--- src/rtl/shu_pkg.sv ---
package shu_pkg;
  localparam int unsigned DW   = 8;
  localparam int unsigned SELW = 3;

  typedef enum logic [1:0] {
    SH_LEFT_ZERO = 2'b00,
    SH_RIGHT_SGN = 2'b01,
    SH_LEFT_ONE  = 2'b10,
    SH_RIGHT_LOG = 2'b11
  } shu_op_e;

  localparam logic [2:0]      GROUP_CODE = 3'b001;
  localparam logic [SELW-1:0] SEL_MEM    = 3'b110;

  localparam int unsigned FL_S  = 7;
  localparam int unsigned FL_Z  = 6;
  localparam int unsigned FL_B5 = 5;
  localparam int unsigned FL_H  = 4;
  localparam int unsigned FL_B3 = 3;
  localparam int unsigned FL_P  = 2;
  localparam int unsigned FL_N  = 1;
  localparam int unsigned FL_C  = 0;
endpackage

--- src/rtl/shu_decode.sv ---
module shu_decode
  import shu_pkg::*;
(
  input  logic [7:0]      code,
  output logic            legal,
  output shu_op_e         op,
  output logic [SELW-1:0] sel,
  output logic            is_mem
);
  always_comb begin
    legal  = (code[7:5] == GROUP_CODE);
    op     = shu_op_e'(code[4:3]);
    sel    = code[SELW-1:0];
    is_mem = (code[SELW-1:0] == SEL_MEM);
  end
endmodule

--- src/rtl/shu_shifter.sv ---
module shu_shifter
  import shu_pkg::*;
(
  input  shu_op_e       op,
  input  logic [DW-1:0] a,
  output logic [DW-1:0] r,
  output logic          c
);
  localparam int unsigned MSB = DW - 1;

  logic go_left;
  logic fill_lo;
  logic fill_hi;

  always_comb begin
    go_left = (op == SH_LEFT_ZERO) || (op == SH_LEFT_ONE);
    fill_lo = (op == SH_LEFT_ONE);
    fill_hi = (op == SH_RIGHT_SGN) ? a[MSB] : 1'b0;
    c       = go_left ? a[MSB] : a[0];
  end

  genvar i;
  generate
    for (i = 0; i < DW; i++) begin : g_lane
      if (i == 0) begin : g_lo
        assign r[i] = go_left ? fill_lo : a[i+1];
      end else if (i == MSB) begin : g_hi
        assign r[i] = go_left ? a[i-1] : fill_hi;
      end else begin : g_mid
        assign r[i] = go_left ? a[i-1] : a[i+1];
      end
    end
  endgenerate

  always_comb begin
    if (op == SH_LEFT_ONE) begin
      p_one_fill_r5: assert (r[0] == 1'b1);
    end
  end
endmodule

--- src/rtl/shu_flaggen.sv ---
module shu_flaggen
  import shu_pkg::*;
(
  input  logic [DW-1:0] r,
  input  logic          c,
  output logic [7:0]    flags
);
  logic odd;

  always_comb begin
    odd = 1'b0;
    for (int k = 0; k < DW; k++) begin
      odd = odd ^ r[k];
    end
  end

  always_comb begin
    flags        = '0;
    flags[FL_S]  = r[DW-1];
    flags[FL_Z]  = (r == '0);
    flags[FL_B5] = r[5];
    flags[FL_H]  = 1'b0;
    flags[FL_B3] = r[3];
    flags[FL_P]  = ~odd;
    flags[FL_N]  = 1'b0;
    flags[FL_C]  = c;
  end
endmodule

--- src/rtl/shu_top.sv ---
module shu_top
  import shu_pkg::*;
(
  input  logic            clk,
  input  logic            rst_n,
  input  logic            req_valid,
  input  logic [7:0]      req_code,
  input  logic [DW-1:0]   req_operand,
  output logic            res_valid,
  output logic [DW-1:0]   res_data,
  output logic [7:0]      res_flags,
  output logic [SELW-1:0] res_sel,
  output logic            res_mem,
  output logic            res_illegal
);
  // reset: asserted asynchronously, released on the clock
  logic rst_meta_n, rst_s_n;
  always_ff @(posedge clk or negedge rst_n) begin
    if (!rst_n) begin
      rst_meta_n <= 1'b0;
      rst_s_n    <= 1'b0;
    end else begin
      rst_meta_n <= 1'b1;
      rst_s_n    <= rst_meta_n;
    end
  end

  logic            dec_legal, dec_mem;
  shu_op_e         dec_op;
  logic [SELW-1:0] dec_sel;
  logic [DW-1:0]   sh_r;
  logic            sh_c;
  logic [7:0]      fl_w;

  shu_decode u_dec (
    .code   (req_code),
    .legal  (dec_legal),
    .op     (dec_op),
    .sel    (dec_sel),
    .is_mem (dec_mem)
  );

  shu_shifter u_sh (
    .op (dec_op),
    .a  (req_operand),
    .r  (sh_r),
    .c  (sh_c)
  );

  shu_flaggen u_fl (
    .r     (sh_r),
    .c     (sh_c),
    .flags (fl_w)
  );

  // next-state
  logic            en_data, en_sel;
  logic            valid_d, illegal_d, mem_d;
  logic [DW-1:0]   data_d;
  logic [7:0]      flags_d;
  logic [SELW-1:0] sel_d;

  always_comb begin
    en_data   = req_valid && dec_legal;
    en_sel    = req_valid;
    valid_d   = req_valid;
    illegal_d = req_valid && !dec_legal;
    data_d    = en_data ? sh_r : res_data;
    flags_d   = en_data ? fl_w : res_flags;
    sel_d     = en_sel ? dec_sel : res_sel;
    mem_d     = en_sel ? dec_mem : res_mem;
  end

  // registers
  always_ff @(posedge clk or negedge rst_s_n) begin
    if (!rst_s_n) begin
      res_valid   <= 1'b0;
      res_illegal <= 1'b0;
      res_data    <= '0;
      res_flags   <= '0;
      res_sel     <= '0;
      res_mem     <= 1'b0;
    end else begin
      res_valid   <= valid_d;
      res_illegal <= illegal_d;
      res_data    <= data_d;
      res_flags   <= flags_d;
      res_sel     <= sel_d;
      res_mem     <= mem_d;
    end
  end

  p_latency_r2: assert property (@(posedge clk) disable iff (!rst_s_n)
    req_valid |=> res_valid);
  p_no_spurious_r2: assert property (@(posedge clk) disable iff (!rst_s_n)
    !req_valid |=> !res_valid);
  p_illegal_hold_r1: assert property (@(posedge clk) disable iff (!rst_s_n)
    (req_valid && req_code[7:5] != 3'b001) |=> (res_illegal && $stable(res_data) && $stable(res_flags)));
  p_idle_hold_r10: assert property (@(posedge clk) disable iff (!rst_s_n)
    !req_valid |=> ($stable(res_data) && $stable(res_flags)));
  p_hn_clear_r7: assert property (@(posedge clk) disable iff (!rst_s_n)
    res_valid |-> (res_flags[FL_H] == 1'b0 && res_flags[FL_N] == 1'b0));
  p_one_nonzero_r5: assert property (@(posedge clk) disable iff (!rst_s_n)
    (req_valid && req_code[7:3] == 5'b00110) |=> (!res_flags[FL_Z] && res_data[0]));
  p_right_carry_r4: assert property (@(posedge clk) disable iff (!rst_s_n)
    (req_valid && req_code[7:5] == 3'b001 && req_code[3]) |=> (res_flags[FL_C] == $past(req_operand[0])));
  p_mem_sel_r8: assert property (@(posedge clk) disable iff (!rst_s_n)
    res_valid |-> (res_mem == (res_sel == 3'b110)));
endmodule

--- config.mk ---
export PLATFORM = sky130hd
export DESIGN_NAME = shu_top
export DESIGN_NICKNAME = d
export VERILOG_FILES = /design/src/rtl/shu_pkg.sv /design/src/rtl/shu_decode.sv /design/src/rtl/shu_shifter.sv /design/src/rtl/shu_flaggen.sv /design/src/rtl/shu_top.sv
export SDC_FILE = /design/constraint.sdc
export NUM_CORES = 1
export LEC_CHECK = 0
export ABC_AREA = 1
export BUFFER_PORTS_ARGS = -buffer_cell sky130_fd_sc_hd__buf_2
export CORE_ASPECT_RATIO = 1.25
export CORE_UTILIZATION = 41
export CTS_BUF_LIST = sky130_fd_sc_hd__clkbuf_4 sky130_fd_sc_hd__clkbuf_8
export CTS_CLUSTER_SIZE = 16
export DETAILED_ROUTE_END_ITERATION = 10
export GPL_TIMING_DRIVEN = 0
export PLACE_DENSITY = 0.74
export REMOVE_ABC_BUFFERS = 1
export SYNTH_ARGS = -nofsm -noshare
export SYNTH_HDL_FRONTEND = slang
export SYNTH_SLANG_ARGS = --single-unit
--- constraint.sdc ---
create_clock -name clk -period 1 [get_ports clk]
set_clock_uncertainty 0.05 [all_clocks]
set_input_delay 0.15 -clock clk [delete_from_list [all_inputs] [get_ports clk]]
set_output_delay 0.15 -clock clk [all_outputs]
set_load 0.02 [all_outputs]
==> impl_summary.md <==
Pwr
The reported leakage power is 0.8696 nW. In this run the power spent charging and discharging nets is 0.7612 mW. The combinational cell fraction of total power is 40.7%.

The net switching fraction of the power is 33.04%. The clock share of power is 17.0%. The internal portion of the total power is 1.543 mW.

For this design the ratio of total power to cell area is 1461 nW/um^2. The worst-case IR drop observed on VDD is 0.0006673 V. Sequential cells account for 42.3% of the total power.

STA
Final hold analysis gives a worst-case slack of 0.01903 ns. The final-report max-slew violation count is 0. Setup repair after global routing could not meet its margin everywhere.

The slew of the pin with the lowest slew margin is 0.6592 ns. The maximum frequency from static timing analysis is 877.8 MHz. The minimum period implied by the final worst setup slack is 1.139 ns.

Once routing completed, OpenROAD measured the worst setup slack at -0.1392 ns. Setup violations remaining at the end of the flow were counted as 21. The headroom to the max-slew limit is 56.05%. The part of the cycle the worst path needs is 113.9%. The number of hold violations in the final report is 0.

Layout
In the final layout, flip-flops and latches occupy 475.5 sq um. The layout net count is 212. The post-route core utilization is 64.95%. The area added between synthesis and finish is 49.47%. In the final layout, the multi-input gates occupy 489.2 sq um. The share of layout cells above drive strength 1 is 39.79%. Leaving out fill and tap cells, the most frequent cells in the layout are sky130_fd_sc_hd__nand2_1, sky130_fd_sc_hd__buf_6, sky130_fd_sc_hd__dfrtp_1. The most common cell after layout, fill and taps aside is sky130_fd_sc_hd__nand2_1. The number of antenna diodes in the final layout is 0. The number of fillers in the final layout is 212.

Clock tree
At the later pin of the worst-skew pair, clock insertion delay measures 0.29 ns. The clock net in this run drives a total of 19 sinks. CTS built an H-tree with a depth of 1.

The TritonCTS buffer count is 3. After clock tree synthesis, the clock-pin slew on the worst setup and hold paths is 0.09 ns. The clock tree from TritonCTS is yes. The longest clock path from root to sink contains 2 buffers. Clock tree synthesis selected as its root buffer the cell sky130_fd_sc_hd__clkbuf_4.

Critical path
Along the worst path, the maximum fanout reaches 5. The worst setup path is captured at a flop. The required time of the worst setup path is 1.14 ns. The capture point of the critical path is res_flags[2].

The most critical setup path has its startpoint at req_code[3]. The category of the most critical setup path is primary input to flop. The worst-case reg-to-reg path depth is 4. The worst register-to-register path has a setup slack of 0.06 ns.

Data on the critical path arrives at its endpoint at 1.28 ns. The worst register-to-register path begins at res_data[6]. The endpoint identified for the worst register-to-register timing path is res_data[6]. The kind of start point of the critical path is a primary input.

Synth
After synthesis, the mean cell area works out to 7.643 sq um. After synthesis the cells add up to 1055 sq um. The part of the Yosys area used for sequential elements is 45.08%. The synthesized instance count is 138. By area the synthesized netlist is led by sky130_fd_sc_hd__dfrtp_1, sky130_fd_sc_hd__nand2_1, sky130_fd_sc_hd__inv_1. The area share of the leading cell type in the synthesized netlist is 45.08%. The count of cell types in the netlist is 24. The cell type contributing the most total cell area after synthesis is sky130_fd_sc_hd__dfrtp_1. The yosys synthesis warning count is 0. In this run, synthesis produced a sequential element count of 19.

Floorplanning
The core footprint is 2427 sq um. For this configuration, the core starts out at a cell density of 43.45%. Measured along the x axis, the die boundary spans 47.37 um. The I/O pin count is 41. The floorplan die area is 2781 sq um.

The height of the chip is 58.71 um. The number of placement rows is 20.

Route
The detail route stage leaves a number of antenna-violating nets equal to 0. The total via count in the routed design is 1,042. Using the TritonRoute via totals, the vias-per-cell ratio works out to 4.652.

The first routing iteration left 16 violations. The number of design rule violations left after detail routing is 0. In the final routed layout, each cell accounts on average for 10.55 um.

The number of optimization iterations in the first detailed-route pass is 4. The total detailed-routing wirelength is 2364 um.

Global route
The maximum number of pins on one net before global-route repair is 19. The overall routing resource usage is 17.43%. The overall overflow remaining after global route is 0. The via count of the first global-routing pass is 921. The wire length of the first global-routing pass is 3588 um. The initial antenna violation count is 0.

Min path
The tightest min-delay check is of the primary input to flop type.

Placement
Input and output buffers added on the ports amount to 38. The last weighted congestion value of the routability-driven placer is 0.8251. Detailed placement finished with a half-perimeter wire length of 1616 um.

Run status
The final reports fail on negative setup slack. The run finished, with violations left.

Run
The reported max-cap violation count is 0.
==> timing repair <==
action | in CTS | in global routing
resized for setup | 49 | 9
setup endpoints to repair | 24 | 24
gates cloned | 0 | 0
pin swaps | 7 | 8
hold buffers | 1 | 1
setup buffers | 10 | 7
endpoints found under the hold margin | 2 | 1
==> worst max-delay path: stages <==
cell                      delay, ns
sky130_fd_sc_hd__buf_12        0.09
sky130_fd_sc_hd__mux2i_4       0.27
sky130_fd_sc_hd__ha_4          0.24
sky130_fd_sc_hd__inv_2         0.06
sky130_fd_sc_hd__nand3_2       0.06
sky130_fd_sc_hd__nand2_2       0.08
sky130_fd_sc_hd__nand2_1       0.05
sky130_fd_sc_hd__nand2_1       0.08
sky130_fd_sc_hd__nand3_2       0.08
sky130_fd_sc_hd__nand3_2       0.08
sky130_fd_sc_hd__nand2_2       0.04
==> cell usage after synthesis <==
master and instances:
sky130_fd_sc_hd__nand2_2 1, sky130_fd_sc_hd__ha_1 1, sky130_fd_sc_hd__nor3_1 1, sky130_fd_sc_hd__mux2i_1 1, sky130_fd_sc_hd__conb_1 2, sky130_fd_sc_hd__nand4_1 1
sky130_fd_sc_hd__nor2_1 8, sky130_fd_sc_hd__buf_4 5, sky130_fd_sc_hd__o32ai_1 1, sky130_fd_sc_hd__inv_1 14, sky130_fd_sc_hd__a21oi_1 1, sky130_fd_sc_hd__nand2_1 57
sky130_fd_sc_hd__inv_2 2, sky130_fd_sc_hd__dfrtp_1 19, sky130_fd_sc_hd__buf_2 1, sky130_fd_sc_hd__a31oi_1 1, sky130_fd_sc_hd__nand3_1 5, sky130_fd_sc_hd__o21ai_0 9
sky130_fd_sc_hd__buf_12 1, sky130_fd_sc_hd__o22ai_4 1, sky130_fd_sc_hd__mux2_2 1, sky130_fd_sc_hd__o21ai_1 2, sky130_fd_sc_hd__nand2_4 1, sky130_fd_sc_hd__buf_6 2
==> layer usage <==
metal / track usage (%) / wire [um] / up-vias
met5: 0 / 0 / -
met4: 6.939 / 52 / 0
met3: 2.147 / 86 / 4
met2: 30.14 / 1272 / 35
met1: 21.06 / 953 / 477
li1: - / - / 526
==> kinds of logic after synthesis <==
logic type               share of synthesized area (%)
other                                           0.7120
buffers and inverters                            13.76
adder cells (fa/ha/maj)                          1.186
AO/OA/AOI/OAI                                    9.015
AND/OR/NAND/NOR                                  28.23
flip-flops                                       45.08
multiplexers                                     2.017
==> sequential cells by signal (all words and copies together) (netlist names) <==
register / cells
rst_meta_n: 1
res_valid: 1
res_sel: 3
res_data: 8
res_flags: 3
res_mem: 1
rst_s_n: 1
res_illegal: 1
==> power by group through the flow <==
stage	logic (mW)	clock network [mW]	registers (mW)
floorplan	0.220	0	1.12
global placement	0.599	0	0.954
detailed placement	0.612	0	0.956
CTS	0.853	0.411	0.970
global route	1.02	0.450	0.990
finish	0.938	0.392	0.974
==> worst min path at each step <==
stage | cells after the start | from | end | slack (ns)
floorplan | 0 | rst_n | rst_meta_n | -0.20
global placement | 1 | rst_n | rst_s_n | -0.12
detailed placement | 1 | rst_n | rst_s_n | -0.11
CTS | 1 | req_valid | res_valid | 0.006
global route | 2 | req_code[0] | res_mem | -0.003
finish | 2 | req_code[0] | res_mem | 0.02
==> through the flow <==
stage	total power, mW	setup TNS (ns)	cells	worst slack, ns	area, sq um
global route	2.457	-1.770	224	-0.1698	1577
CTS	2.233	-0.9325	216	-0.1320	1470
detailed placement	1.569	-3.486	201	-0.7682	1205
finish	2.304	-0.8242	224	-0.1392	1577
global placement	1.553	-3.405	201	-0.7206	1205
floorplan	1.337	-0.4628	130	-0.2422	973.4
==> cell type report <==
cell class                      instances  area share [%]
Inverter                               16           3.968
Multi-Input combinational cell         95           31.03
Timing Repair Buffer                   57           30.32
Sequential cell                        19           30.16
Clock buffer                            4           1.905
Tap cell                               33           2.619
(Power assumes the default switching activity.)
